`src/rtl/mcTimingPkg.sv`:
```
package mcTimingPkg;

  // grid of one machine cycle
  localparam int PHASES     = 2;
  localparam int STATES     = 6;
  localparam int SLOTS      = PHASES * STATES;
  localparam int SLOT_W     = $clog2(SLOTS);
  localparam int MAX_CYCLES = 4;
  localparam int CYC_IDX_W  = $clog2(MAX_CYCLES);

  // slot index = (state - 1) * PHASES + (phase - 1)
  localparam logic [SLOT_W-1:0] SLOT_OPCODE  = SLOT_W'(1);
  localparam logic [SLOT_W-1:0] SLOT_ALE_A0  = SLOT_W'(1);
  localparam logic [SLOT_W-1:0] SLOT_ALE_A1  = SLOT_W'(2);
  localparam logic [SLOT_W-1:0] SLOT_ALE_B0  = SLOT_W'(7);
  localparam logic [SLOT_W-1:0] SLOT_ALE_B1  = SLOT_W'(8);
  localparam logic [SLOT_W-1:0] SLOT_SECBYTE = SLOT_W'(7);
  localparam logic [SLOT_W-1:0] SLOT_LAST    = SLOT_W'(SLOTS - 1);
  localparam int               FETCH_STATE_A = 1;
  localparam int               FETCH_STATE_B = 4;

  // control -> decode
  typedef struct packed {
    logic [SLOT_W-1:0] slot;
    logic              cycleEnd;
    logic              opSlot;
  } slotStrobes_t;

  // per-instruction cycle context
  typedef struct packed {
    logic firstCyc;
    logic lastCyc;
    logic skipCyc;
    logic multiByte;
    logic thirdByteCyc;
    logic laterCyc;
  } cycInfo_t;

endpackage

```
`src/rtl/mcSlotGen.sv`:
```
module mcSlotGen
  import mcTimingPkg::*;
(
  input  logic         clk,
  input  logic         rstN,
  output slotStrobes_t strb
);

  logic [SLOT_W-1:0] slotQ;

  always_ff @(posedge clk or negedge rstN) begin
    if (!rstN)
      slotQ <= '0;
    else if (slotQ == SLOT_LAST)
      slotQ <= '0;
    else
      slotQ <= slotQ + 1'b1;
  end

  always_comb begin
    strb.slot     = slotQ;
    strb.cycleEnd = (slotQ == SLOT_LAST);
    strb.opSlot   = (slotQ == SLOT_OPCODE);
  end

endmodule

```
`src/rtl/mcCycleTrack.sv`:
```
module mcCycleTrack
  import mcTimingPkg::*;
#(
  parameter int BYTE_W = 2,
  parameter int CYC_W  = 2
) (
  input  logic              clk,
  input  logic              rstN,
  input  slotStrobes_t      strb,
  input  logic [BYTE_W-1:0] byteCount,
  input  logic [CYC_W-1:0]  cycleCode,
  input  logic              extData,
  output cycInfo_t          info
);

  localparam logic [BYTE_W-1:0] ONE_BYTE   = BYTE_W'(1);
  localparam logic [BYTE_W-1:0] TWO_BYTES  = BYTE_W'(2);
  localparam logic [BYTE_W-1:0] THREE_BYTE = BYTE_W'(3);

  logic [CYC_IDX_W-1:0] cycQ;
  logic [CYC_IDX_W-1:0] lastIdxQ;
  logic [BYTE_W-1:0]    bytesQ;
  logic                 extQ;
  logic                 loadAttr;
  logic [CYC_IDX_W-1:0] lastIdxIn;

  // cycle code -> index of final machine cycle
  always_comb begin
    case (cycleCode)
      CYC_W'(0): lastIdxIn = CYC_IDX_W'(0);
      CYC_W'(1): lastIdxIn = CYC_IDX_W'(1);
      default:   lastIdxIn = CYC_IDX_W'(MAX_CYCLES - 1);
    endcase
  end

  assign loadAttr = strb.opSlot && (cycQ == '0);

  always_ff @(posedge clk or negedge rstN) begin
    if (!rstN) begin
      lastIdxQ <= '0;
      bytesQ   <= ONE_BYTE;
      extQ     <= 1'b0;
    end else if (loadAttr) begin
      lastIdxQ <= lastIdxIn;
      bytesQ   <= (byteCount == '0) ? ONE_BYTE : byteCount;
      extQ     <= extData;
    end
  end

  always_ff @(posedge clk or negedge rstN) begin
    if (!rstN)
      cycQ <= '0;
    else if (strb.cycleEnd)
      cycQ <= (cycQ == lastIdxQ) ? '0 : cycQ + 1'b1;
  end

  always_comb begin
    info.firstCyc     = (cycQ == '0);
    info.lastCyc      = (cycQ == lastIdxQ);
    info.skipCyc      = extQ && (cycQ == CYC_IDX_W'(1));
    info.multiByte    = (bytesQ >= TWO_BYTES);
    info.thirdByteCyc = (cycQ == CYC_IDX_W'(1)) && (bytesQ == THREE_BYTE);
    info.laterCyc     = (cycQ != '0);
  end

endmodule

```
`src/rtl/mcStrobeDecode.sv`:
```
module mcStrobeDecode
  import mcTimingPkg::*;
(
  input  logic         rstN,
  input  slotStrobes_t strb,
  input  cycInfo_t     info,
  output logic [2:0]   stateNum,
  output logic         phaseTwo,
  output logic         ale,
  output logic         codeFetch,
  output logic         opLatch,
  output logic         pcInc,
  output logic         instrDone
);

  logic [2:0] stateCur;
  logic       aleA;
  logic       aleB;
  logic       fetchSlot;
  logic       incOpc;
  logic       incSecond;
  logic       incThird;

  always_comb begin
    stateCur  = 3'(strb.slot[SLOT_W-1:1]) + 3'd1;
    aleA      = (strb.slot == SLOT_ALE_A0) || (strb.slot == SLOT_ALE_A1);
    aleB      = (strb.slot == SLOT_ALE_B0) || (strb.slot == SLOT_ALE_B1);
    fetchSlot = (stateCur == 3'(FETCH_STATE_A)) || (stateCur == 3'(FETCH_STATE_B));
    incOpc    = strb.opSlot && info.firstCyc;
    incSecond = (strb.slot == SLOT_SECBYTE) && info.firstCyc && info.multiByte;
    incThird  = strb.opSlot && info.thirdByteCyc && !info.skipCyc;
  end

  always_comb begin
    stateNum  = stateCur;
    phaseTwo  = strb.slot[0];
    ale       = rstN && (aleA || (aleB && !info.skipCyc));
    codeFetch = rstN && fetchSlot && !info.skipCyc;
    opLatch   = rstN && incOpc;
    pcInc     = rstN && (incOpc || incSecond || incThird);
    instrDone = rstN && strb.cycleEnd && info.lastCyc;
  end

endmodule

```
`src/rtl/mcFetchSeq.sv`:
```
module mcFetchSeq
  import mcTimingPkg::*;
#(
  parameter int BYTE_W = 2,
  parameter int CYC_W  = 2
) (
  input  logic              clk,
  input  logic              rstN,
  input  logic [BYTE_W-1:0] byteCount,
  input  logic [CYC_W-1:0]  cycleCode,
  input  logic              extData,
  output logic [2:0]        stateNum,
  output logic              phaseTwo,
  output logic              ale,
  output logic              codeFetch,
  output logic              opLatch,
  output logic              pcInc,
  output logic              instrDone
);

  slotStrobes_t strb;
  cycInfo_t     info;

  mcSlotGen slotGen (
    .clk  (clk),
    .rstN (rstN),
    .strb (strb)
  );

  mcCycleTrack #(
    .BYTE_W (BYTE_W),
    .CYC_W  (CYC_W)
  ) cycTrack (
    .clk       (clk),
    .rstN      (rstN),
    .strb      (strb),
    .byteCount (byteCount),
    .cycleCode (cycleCode),
    .extData   (extData),
    .info      (info)
  );

  mcStrobeDecode strobeDec (
    .rstN      (rstN),
    .strb      (strb),
    .info      (info),
    .stateNum  (stateNum),
    .phaseTwo  (phaseTwo),
    .ale       (ale),
    .codeFetch (codeFetch),
    .opLatch   (opLatch),
    .pcInc     (pcInc),
    .instrDone (instrDone)
  );

endmodule

```
`config.mk`:
```
export PLATFORM = sky130hd
export DESIGN_NAME = mcFetchSeq
export DESIGN_NICKNAME = d
export VERILOG_FILES = /design/src/rtl/mcTimingPkg.sv /design/src/rtl/mcSlotGen.sv /design/src/rtl/mcCycleTrack.sv /design/src/rtl/mcStrobeDecode.sv /design/src/rtl/mcFetchSeq.sv
export SDC_FILE = /design/constraint.sdc
export NUM_CORES = 1
export LEC_CHECK = 0
export BUFFER_PORTS_ARGS = -buffer_cell sky130_fd_sc_hd__clkbuf_2
export CAP_MARGIN = 20
export CORE_AREA = 2 2 39 41
export CTS_BUF_LIST = sky130_fd_sc_hd__clkbuf_4
export DETAILED_ROUTE_END_ITERATION = 8
export DIE_AREA = 0 0 41 43
export PLACE_DENSITY = 0.81
export RECOVER_POWER = 50
export SLEW_MARGIN = 20
export SYNTH_ARGS = -nofsm -noshare
export SYNTH_HDL_FRONTEND = slang
export SYNTH_HIERARCHICAL = 1
export SYNTH_SLANG_ARGS = --single-unit
```
`constraint.sdc`:
```
create_clock -name clk -period 2.3 [get_ports clk]
set_clock_uncertainty 0.1 [all_clocks]
set_input_delay 0.345 -clock clk [delete_from_list [all_inputs] [get_ports clk]]
set_output_delay 0.345 -clock clk [all_outputs]
set_load 0.005 [all_outputs]
```
### Word level (Yosys, flattened, before mapping)

Cells that the tools add are included.

| cells by class | value |
|---|---|
| add/sub/neg operators | 3 |
| order comparisons | 1 |
| reduce and logical (&&, ||, !) cells | 25 |
| eq/ne operators | 11 |
| muxes and demuxes | 4 |

Operator list:

| operator | count |
|---|---|
| 1-bit logical AND | 15 |
| 4-bit equality test, second input constant | 2 |
| 2-bit logical NOT | 3 |
| 1-bit logical OR | 6 |
| 4-bit by 1-bit adder with 4-bit output, second input constant | 1 |
| 2-bit by 1-bit equality test with 1-bit output, second input constant | 2 |
| 4-bit by 1-bit equality test with 1-bit output, second input constant | 1 |
| 4-bit by 2-bit equality test with 1-bit output, second input constant | 1 |
| 4-bit by 3-bit equality test with 1-bit output, second input constant | 1 |
| 2-bit 2-to-1 mux | 2 |
| 4-bit 2-to-1 mux | 1 |
| 2-bit one-hot mux with 2 select lines | 1 |
| 3-bit by 1-bit adder with 3-bit output, second input constant | 1 |
| 3-bit by 1-bit equality test with 1-bit output, second input constant | 1 |
| 3-bit equality test, second input constant | 1 |
| 2-bit by 1-bit adder with 2-bit output, second input constant | 1 |
| 2-bit equality test | 1 |
| 2-bit equality test, second input constant | 1 |
| 2-bit greater-or-equal comparator, second input constant | 1 |
| 1-bit logical NOT | 1 |

| word-level totals | value |
|---|---|
| register bits | 11 |
| input bits | 7 |
| output and inout port bits | 9 |

### Depth between registers and ports, before layout

Gate-level depths: netlist of the first run.

| logic depth | value |
|---|---|
| depth in word-level cells | 6 |
| depth in mapped cells | 6 |
| gate-level depth less buffers | 6 |

### Cells and area by module

Netlist of the first run, hierarchy kept.

By module, submodules not included:

| module | sequential area each (um2) | times used | area each (um2) | cells each |
|---|---|---|---|---|
| mcCycleTrack | 176.4 | 1 | 360.3 | 35 |
| mcSlotGen | 100.1 | 1 | 205.2 | 18 |
| mcStrobeDecode | 0.0 | 1 | 170.2 | 24 |

### Worst setup path before layout of the first run

Ideal clock, no wire load.

| timing path | value |
|---|---|
| path type | register to output |
| from | register slotGen.slotQ[1] |
| to | output codeFetch |
| stages on the path, launching flop included | 5 |
| path buffers | 0 |
| slack | 0.640 ns |
| arrival time | 1.215 ns |
| data required time | 1.855 ns |
| cells stage by stage | dfrtp_1 -> inv_1 -> ha_1 -> maj3_2 -> and3b_1 |

| between the ends | value |
|---|---|
| cells in the longest elaborated chain, start to end | 5 |
| elaborated cells on any way between the ends | 6 |
| classes of those cells | add/sub: 1; eq/ne: 2; reduce/logical: 3 |

Ends and longest elaborated chain:

| item | line | RTL |
|---|---|---|
| start: declaration | mcSlotGen.sv:9 | `logic [SLOT_W-1:0] slotQ;` |
| start signal: assignment | mcSlotGen.sv:17 | `slotQ <= slotQ + 1'b1;` |
| 3-bit by 1-bit adder with 3-bit output (*) | mcStrobeDecode.sv:25 | `stateCur = 3'(strb.slot[SLOT_W-1:1]) + 3'd1;` |
| net stateNum[0] | mcFetchSeq.sv:12 | `output logic [2:0] stateNum,` |
| 3-bit by 1-bit equality test with 1-bit output or 3-bit equality test (tied branches) | mcStrobeDecode.sv:28 | `fetchSlot = (stateCur == 3'(FETCH_STATE_A)) \|\| (stateCur == 3'(FETCH_STATE_B));` |
| 1-bit logical OR (*) | mcStrobeDecode.sv:28 |  |
| 1-bit logical AND (*) (2 in series) | mcStrobeDecode.sv:38 | `codeFetch = rstN && fetchSlot && !info.skipCyc;` |
| end: declaration | mcFetchSeq.sv:15 | `output logic codeFetch,` |

The timed path passes the listed nets; every way through them passes the cells marked *.

### Worst setup path after layout of the first run

| timing path | value |
|---|---|
| from | register slotGen.slotQ[1] |
| to | output codeFetch |

| between the ends | value |
|---|---|
| cells in the longest elaborated chain, start to end | 5 |
| elaborated cells on any way between the ends | 6 |
| classes of those cells | add/sub: 1; eq/ne: 2; reduce/logical: 3 |

Ends and longest elaborated chain:

| item | line |
|---|---|
| 3-bit by 1-bit adder with 3-bit output (*) | mcStrobeDecode.sv:25 |
| 3-bit by 1-bit equality test with 1-bit output or 3-bit equality test (tied branches) | mcStrobeDecode.sv:28 |
| 1-bit logical OR (*) | mcStrobeDecode.sv:28 |
| 1-bit logical AND (*) (2 in series) | mcStrobeDecode.sv:38 |

Every way passes the cells marked *; elsewhere a longest branch is shown, timed or not.

==> results by group, run 1 <==
Outcome
  • Status: finished, final reports clean

Drt
  • Remaining DRCs: 0
  • Vias per cell: 5.29
  • Routed wire per std cell: 12.6 um
  • Total number of vias: 582
  • DRT iter0 DRCs: 7
  • Met3 WL post-DR: 68 um
  • Met2 WL: 713 um
  • Pre-antenna DRT Iters: 4
  • DRT antenna net count: 0
  • DRT Wirelength: 1390 um
  • Top sig layer: met4
  • Wl on met1: 579 um

Critical path
  • Worst Setup End Kind: output port
  • R2R setup slack: 0.57 ns
  • Critical path arrival: 1.70 ns
  • Max FO, Critical Path: 11
  • RR Startpoint: slotGen/slotQ[1]
  • Worst R2R Path Depth: 5
  • R2r endpoint: cycTrack/bytesQ[1]
  • CP startpoint: slotGen/slotQ[1]
  • Crit path kind: reg -> out
  • CP Data Required Time: 1.86 ns
  • Worst setup SP type: flop

Synthesis
  • Syn avg cell area: 9.63 sq um
  • Synth Instances: 76
  • Yosys warning count: 6
  • Syn Nets: 89
  • Mapped Area: 732 sq um

Finish
  • Non-filler cells, final: 110
  • Most frequent standard cell in the layout excluding fill and tap cells: clkbuf_2
  • Area grow syn2layout: 17.9%
  • Diodes inserted: 0
  • Most frequent cells in the layout: clkbuf_2, dfrtp_1, inv_1, ha_1
  • Final nets: 108
  • Layout cells sized above 1: 34.0%

Clock tree
  • Clock Sinks: 11
  • H-tree levels: 1
  • Postcts setup bufs: 0
  • CTS tree: built
  • Clock Path Buffers: 2
  • CTS clk-pin slew, worst paths: 0.07 ns
  • CTS buffer count: 3
  • Root Buffer Master: clkbuf_4
  • Clock Latency Late Sink: 0.27 ns

Min path
  • Hold path endpoint: cycTrack/extQ
  • Hold Crit Class: in -> reg
  • Hold Startpoint: extData
  • WHS Path Cells: 2

Die
  • Core area: 0.00138 sq mm
  • Std cell rows: 14
  • Overall die area: 0.00176 sq mm
  • Die Width: 41 um
  • Die height: 43 um
  • Initial core utilization: 52.9%
  • Io pins: 16

GRT
  • Vias in the first global route: 564
  • GRT Total Usage: 20.0%
  • Largest net degree at the start of global routing: 17
  • Initial antenna violation count: 0
  • Global route total overflow: 0
  • First-pass GRT wire length: 2320 um

Placed design
  • HPWL Detailed: 1050 um
  • DP Cell Count: 105
  • IO Port Bufs: 15
  • Final Wtd Congestion: 0.737

Timing
  • Final Max Slew Viols: 0
  • Hold Violations, Final: 0
  • RSZ-0062 raised after global routing: false
  • Setup TNS: 0 ns
  • Fmax: 0.466 GHz
  • Final worst path period share: 93.3%
  • Tmin final: 2.15 ns
  • Slew @ Worst Pin: 0.362 ns
  • Slew margin rel.: 75.9%
  • Final setup violation count: 0

Power
  • PwrDens: 736 mW/mm^2
  • Max VDD drop: 0.568 mV
  • Leakage: 0.422 nW

Flow run
  • Max Cap Viol: 0
worst max path at each step:
| stage | slack, ns | end |
|---|---|---|
| final | 0.15 | codeFetch |
| after global routing | 0.03 | ale |
| after CTS | 0.08 | ale |
| after detailed placement | 0.39 | ale |
| after global placement | 0.47 | ale |
| after floorplan | 0.64 | codeFetch |
where the power goes:
part	total (mW)	switching, mW	internal [mW]
Sequential	0.279	0.0361	0.243
Clock	0.143	0.0644	0.0791
Combinational	0.213	0.105	0.107
metrics by stage:
step / cell area [sq um] / worst slack (ns) / hold slack [ns] / power [mW] / util, %
after global placement: 816 / 0.467 / 0.162 / 0.480 / 59.0
after floorplan: 732 / 0.640 / -0.0506 / 0.433 / -
after global routing: 863 / 0.0262 / 0.201 / 0.694 / 62.4
after detailed placement: 816 / 0.387 / 0.166 / 0.494 / 59.0
after CTS: 856 / 0.0815 / 0.193 / 0.642 / 61.8
final: 863 / 0.153 / 0.202 / 0.635 / 62.4
timing repair:
action,4_1_cts,5_1_grt
hold endpoints to repair,10,0
setup endpoints to repair,0,1
hold buffers,1,0
resized for setup,0,3
critical path, stage by stage, from the launching register on:
cell and delay [ns]:
dfrtp_1 0.52, inv_1 0.11, ha_1 0.22, maj3_2 0.30, and3b_1 0.18, clkbuf_2 0.10
state kept, by name (all words and copies together) (netlist names):
| signal | count |
|---|---|
| cycTrack/bytesQ | 2 |
| cycTrack/cycQ | 2 |
| cycTrack/extQ | 1 |
| cycTrack/lastIdxQ | 2 |
| slotGen/slotQ | 4 |
metal layers:
layer,track usage (%),up-vias
li1,-,295
met1,22.0,265
met2,31.6,18
met3,7.85,4
met4,10.0,0
met5,0,-
area by class of cell:
| cell class | count | area [sq um] |
|---|---|---|
| tap | 16 | 20.0 |
| fill | 121 | 520 |
| inverter | 7 | 26.3 |
| sequential | 11 | 277 |
| timing repair buffer | 16 | 85.1 |
| multi-input combinational | 56 | 425 |
| clock buffer | 4 | 30.0 |
No activity file was read; power rests on OpenSTA's default activity.
==> inputs of run 2 (changes only) <==
--- a/config.mk
+++ b/config.mk
@@ -7,11 +7,11 @@
 export LEC_CHECK = 0
 export BUFFER_PORTS_ARGS = -buffer_cell sky130_fd_sc_hd__clkbuf_2
 export CAP_MARGIN = 20
-export CORE_AREA = 2 2 39 41
+export CORE_MARGIN = 2
+export CORE_UTILIZATION = 49
 export CTS_BUF_LIST = sky130_fd_sc_hd__clkbuf_4
 export DETAILED_ROUTE_END_ITERATION = 8
-export DIE_AREA = 0 0 41 43
-export PLACE_DENSITY = 0.81
+export PLACE_DENSITY = 0.76
 export RECOVER_POWER = 50
 export SLEW_MARGIN = 20
 export SYNTH_ARGS = -nofsm -noshare
==> constraint.sdc (replaced) <==
create_clock -name clk -period 1.78 [get_ports clk]
set_clock_uncertainty 0.1 [all_clocks]
set_input_delay 0.267 -clock clk [delete_from_list [all_inputs] [get_ports clk]]
set_output_delay 0.267 -clock clk [all_outputs]
set_load 0.005 [all_outputs]
==> run 2 against run 1 <==
  * The flow now finishes with violations (negative setup slack)
  * Highest routed layer is now met3
  * Largest cell class unchanged
  * Largest power group is now combinational logic
  * Routed wire length up 24%
  * Sequential cell count is the same
  * Setup slack lost 0.29 ns
  * Via count rose by 12%
  * Critical path depth rose by 2
  * Combinational power increased by 100%
==> results by group, run 2 (synthesis gave the netlist of run 1 again) <==
Outcome
  • Status: finished with violations
  • Failing checks: negative setup slack

Clock tree
  • Clock Path Buffers: 2
  • Clock Sinks: 11
  • H-tree levels: 1
  • CTS tree: built
  • CTS buffer count: 3
  • Clock Latency Late Sink: 0.27 ns
  • CTS clk-pin slew, worst paths: 0.07 ns
  • Root Buffer Master: clkbuf_4

Finish
  • Area grow syn2layout: 42.4%
  • Most frequent standard cell in the layout excluding fill and tap cells: clkbuf_2
  • Final nets: 121
  • Largest Register: slotGen/slotQ
  • Max reg flops: 4
  • Layout cells sized above 1: 56.1%
  • Non-filler cells, final: 122
  • Most frequent cells in the layout: clkbuf_2, buf_4, dfrtp_1
  • Diodes inserted: 0

Timing
  • Final worst path period share: 107%
  • Fmax: 0.523 GHz
  • Slew margin rel.: 77.0%
  • Final Max Slew Viols: 0
  • RSZ-0062 raised after global routing: true
  • Final setup violation count: 5
  • Tmin final: 1.91 ns
  • Final worst slack: -0.132 ns
  • Hold Violations, Final: 0
  • Slew @ Worst Pin: 0.345 ns

Drt
  • DRT iter0 DRCs: 17
  • Routed wire per std cell: 14.1 um
  • Met2 WL: 913 um
  • DRT Wirelength: 1720 um
  • Vias per cell: 5.34
  • Total number of vias: 651
  • DRT antenna net count: 0
  • Top sig layer: met3
  • Remaining DRCs: 0
  • Pre-antenna DRT Iters: 4
  • Met3 WL post-DR: 53 um
  • Wl on met1: 754 um

Power
  • PwrDens: 919 mW/mm^2
  • Leakage: 0.489 nW
  • Register share of total power: 37.5%
  • Comb pwr share: 44.4%
  • Int Power: 623 uW
  • Switching share of total power: 34.9%
  • Max VDD drop: 0.746 mV
  • NetSw: 335 uW
  • Clock power share: 18.0%

GRT
  • Largest net degree at the start of global routing: 11
  • Global route total overflow: 0
  • Vias in the first global route: 630
  • Initial antenna violation count: 0
  • GRT Total Usage: 20.3%
  • First-pass GRT wire length: 2720 um

Die
  • Std cell rows: 13
  • Die height: 42.7 um
  • Initial core utilization: 54.2%
  • Die Width: 42.7 um
  • Core area: 0.00135 sq mm
  • Io pins: 16
  • Overall die area: 0.00182 sq mm

Critical path
  • Max FO, Critical Path: 4
  • Worst Setup End Kind: output port
  • RR Startpoint: slotGen/slotQ[0]
  • WP buf/inv: 2
  • CP delay by family, top: flip-flops
  • Worst path slowest cell: dfrtp_1
  • Worst setup SP type: flop
  • R2R setup slack: 0.13 ns
  • Worst-path cell chain: inv_2 -> ha_4 -> and2_4 -> and3b_1 -> o21ai_1 -> a21boi_1 -> buf_2
  • CP peak stage delay: 0.40 ns
  • Crit path kind: reg -> out
  • CP startpoint: cycTrack/cycQ[1]
  • CP Data Required Time: 1.41 ns
  • Critical path arrival: 1.55 ns

Min path
  • Hold Crit Class: in -> reg
  • Hold Startpoint: extData

Placed design
  • Final Wtd Congestion: 0.758
  • HPWL Detailed: 1130 um
  • DP Cell Count: 108
  • Pre-CTS setup slack: 0.0562 ns
  • IO Port Bufs: 15

Flow run
  • Max Cap Viol: 0
## run 2: changes by cell type in the layout (fill, tap and decap cells not counted), moves of 2 or more
cell	delta
inv_2	+3
clkbuf_2	-2
dfrtp_1	-3
dfrtp_2	+3
ha_1	-5
inv_1	-4
buf_2	+2
buf_4	+11
ha_4	+4
## run 2: what timing repair did
action / in CTS / in global routing
buffers inserted: 7 / 2
setup endpoints to repair: 5 / 8
hold endpoints to repair: 10 / 0
pin swaps: 6 / 5
resized for setup: 21 / 6
gates cloned: 0 / 0
hold buffers: 1 / 0
## run 2: path summary, 6_finish.rpt
kind / to / depth (start not counted)
max in group asynchronous: cycTrack/bytesQ[0] / 3
min reg2reg: cycTrack/bytesQ[0] / 2
max reg2reg: cycTrack/bytesQ[1] / 5
max: ale / 7
min in group asynchronous: slotGen/slotQ[3] / 2
min: cycTrack/extQ / 2
## run 2: area by class of cell
class	instances	area, sq um
multi-input cells	56	488
well taps	15	18.8
flip-flops and latches	11	280
clock inverters	1	5.00
clock buffers	3	22.5
repair buffers	29	199
inverters	7	28.8
fillers	86	308
## run 2: metrics by stage
stage	total power, mW	cell area, sq um	utilization, %	TNS [ns]	hold WS (ns)
detailed placement	0.658	845	62.6	0	0.0226
global placement	0.646	845	62.6	0	0.0209
global route	1.03	1040	77.2	-0.906	0.116
CTS	0.907	1000	74.4	-0.587	0.117
floorplan	0.560	732	-	0	-0.129
finish	0.958	1040	77.2	-0.590	0.126
## run 2: power groups by stage
stage               clock, mW  combinational (mW)  sequential [mW]
floorplan                   0               0.206            0.354
global placement            0               0.290            0.356
detailed placement          0               0.299            0.359
CTS                     0.178               0.374            0.354
global route            0.193               0.471            0.368
finish                  0.173               0.426            0.360
## run 2: metal layers
metal | GRT usage (%) | up-vias
li1 | - | 320
met5 | 0 | -
met4 | 7.50 | 0
met3 | 5.11 | 0
met2 | 36.1 | 12
met1 | 23.2 | 319
==> inputs of run 3 (changes only) <==
--- a/config.mk
+++ b/config.mk
@@ -13,6 +13,8 @@
 export DETAILED_ROUTE_END_ITERATION = 8
 export PLACE_DENSITY = 0.76
 export RECOVER_POWER = 50
+export SETUP_SLACK_MARGIN = 0.15
+export SKIP_LAST_GASP = 1
 export SLEW_MARGIN = 20
 export SYNTH_ARGS = -nofsm -noshare
 export SYNTH_HDL_FRONTEND = slang
==> run 3 against run 2 <==
  * The flow still finishes with violations (negative setup slack)
  * Worst hold slack improved by 0.0026 ns
  * Via count increased by 4.1%
  * Clock-buffer cell count unchanged
  * Routed wire length increased by 5.9%
  * Fmax decreased by 1.8%
  * Critical path depth unchanged
  * Clock power about the same
  * Die area unchanged
  * Sequential share of layout area decreased by 1.9 points
  * First-iteration DRC count unchanged
  * Global-route usage increased by 0.71 points
  * Critical endpoint is now pcInc
  * Largest cell class unchanged
==> results by group, run 3 (synthesis gave the netlist of run 1 again) <==
Outcome
  • Status: finished with violations
  • Failing checks: negative setup slack

Clock tree
  • CTS buffer count: 3
  • Clock Latency Late Sink: 0.27 ns
  • CTS tree: built
  • Clock Path Buffers: 2
  • Root Buffer Master: clkbuf_4
  • H-tree levels: 1
  • Clock Sinks: 11
  • CTS clk-pin slew, worst paths: 0.07 ns

Finish
  • Fin area: 0.00112 sq mm
  • Layout cells sized above 1: 58.0%
  • Most frequent standard cell in the layout excluding fill and tap cells: buf_4
  • Multi-input logic area: 537 sq um
  • Max reg flops: 4
  • Largest Register: slotGen/slotQ
  • Final nets: 126
  • Non-filler cells, final: 127
  • Most frequent cells in the layout: buf_4, clkbuf_2, dfrtp_1
  • Area grow syn2layout: 53.5%
  • Diodes inserted: 0
  • FF/Latch Area: 280 sq um
  • Layout fillers: 81

Drt
  • DRT antenna net count: 0
  • Remaining DRCs: 0
  • DRT iter0 DRCs: 17
  • Routed wire per std cell: 14.4 um
  • Vias per cell: 5.34
  • DRT Wirelength: 1820 um
  • Total number of vias: 678
  • Pre-antenna DRT Iters: 4

Timing
  • Final worst slack: -0.167 ns
  • RSZ-0062 raised after global routing: true
  • Tmin final: 1.95 ns
  • Slew @ Worst Pin: 0.353 ns
  • Final Max Slew Viols: 0
  • Slew margin rel.: 76.5%
  • Fmax: 0.513 GHz
  • Final worst path period share: 109%
  • Hold Violations, Final: 0
  • Final setup violation count: 5

Critical path
  • Crit. path cell count: 7
  • R2R setup slack: 0.19 ns
  • Max FO, Critical Path: 2
  • CP delay by family, top: flip-flops
  • Crit path to: pcInc
  • CP peak stage delay: 0.37 ns
  • Worst R2R Path Depth: 6
  • RR Startpoint: slotGen/slotQ[0]
  • Worst-path cell chain: inv_2 -> ha_4 -> and3_1 -> nor2b_1 -> o21ai_0 -> a21boi_1 -> buf_2
  • Worst Setup End Kind: output port
  • CP Data Required Time: 1.41 ns
  • Critical path arrival: 1.58 ns
  • CP startpoint: cycTrack/cycQ[1]
  • Crit path kind: reg -> out
  • R2r endpoint: cycTrack/bytesQ[1]
  • Worst path slowest cell: dfrtp_1
  • WP buf/inv: 2
  • Worst setup SP type: flop

Die
  • Overall die area: 0.00182 sq mm
  • Die Width: 42.7 um
  • Core area: 0.00135 sq mm
  • Initial core utilization: 54.2%
  • Io pins: 16
  • Die height: 42.7 um
  • Std cell rows: 13

GRT
  • GRT Total Usage: 21.0%
  • First-pass GRT wire length: 2810 um
  • Vias in the first global route: 634
  • Initial antenna violation count: 0
  • Largest net degree at the start of global routing: 11
  • Global route total overflow: 0

Min path
  • WHS Path Cells: 2
  • Hold Crit Class: in -> reg

Placed design
  • HPWL Detailed: 1130 um
  • Final Wtd Congestion: 0.758
  • DP Cell Count: 108
  • Area after DPL: 845 sq um
  • IO Port Bufs: 15

Power
  • Leakage: 0.524 nW
  • PwrDens: 895 mW/mm^2
  • Max VDD drop: 0.664 mV

Flow run
  • Max Cap Viol: 0
[run 3: cell count changes in the layout (fill, tap and decap cells not counted), moves of 2 or more]
cell	previous run	this run
buf_4	11	13
mux2_2	4	1
clkbuf_1	0	3
clkbuf_2	13	11
and3_1	3	1
and3_4	0	2
mux2_4	0	3
[run 3: worst min path at each step]
stage / start / end / slack, ns
final: extData / cycTrack/extQ / 0.13
after global routing: extData / cycTrack/extQ / 0.12
after CTS: extData / cycTrack/extQ / 0.12
after detailed placement: rstN / slotGen/slotQ[1] / 0.02
after global placement: rstN / slotGen/slotQ[3] / 0.02
after floorplan: rstN / cycTrack/bytesQ[1] / -0.13
[run 3: final cells by class]
cell class / count / share of cell area, %
tap: 15 / 1.67
inverter: 7 / 2.56
multi-input combinational: 56 / 47.8
clock inverter: 1 / 0.445
clock buffer: 3 / 2.00
timing repair buffer: 34 / 20.6
sequential: 11 / 24.9
[run 3: what timing repair did]
item / CTS / global route
pin swaps: 6 / 8
hold buffers: 1 / 0
buffers inserted: 7 / 7
endpoints found under the setup margin: 10 / 9
hold endpoints to repair: 10 / 0
gates resized for setup: 21 / 17
[run 3: power by group]
part           switching, mW  internal (mW)  total (mW)
clock                 0.0886         0.0832       0.172
combinational          0.219          0.256       0.475
sequential            0.0461          0.314       0.360
[run 3: metrics by stage]
step / total power [mW] / hold WS, ns / util (%) / setup TNS [ns] / setup WS [ns]
detailed placement: 0.658 / 0.0226 / 62.6 / 0 / 0.0562
global route: 1.08 / 0.117 / 83.2 / -0.874 / -0.234
floorplan: 0.560 / -0.129 / - / 0 / 0.198
global placement: 0.646 / 0.0209 / 62.6 / 0 / 0.0949
CTS: 0.921 / 0.117 / 74.8 / -0.659 / -0.176
finish: 1.01 / 0.129 / 83.2 / -0.551 / -0.167
[run 3: per-layer routing]
| layer | track usage, % | share of wire [%] |
|---|---|---|
| met5 | 0 | 0 |
| met1 | 25.3 | 45 |
| met2 | 36.1 | 51 |
| met3 | 5.11 | 2.5 |
| met4 | 7.50 | 0.82 |
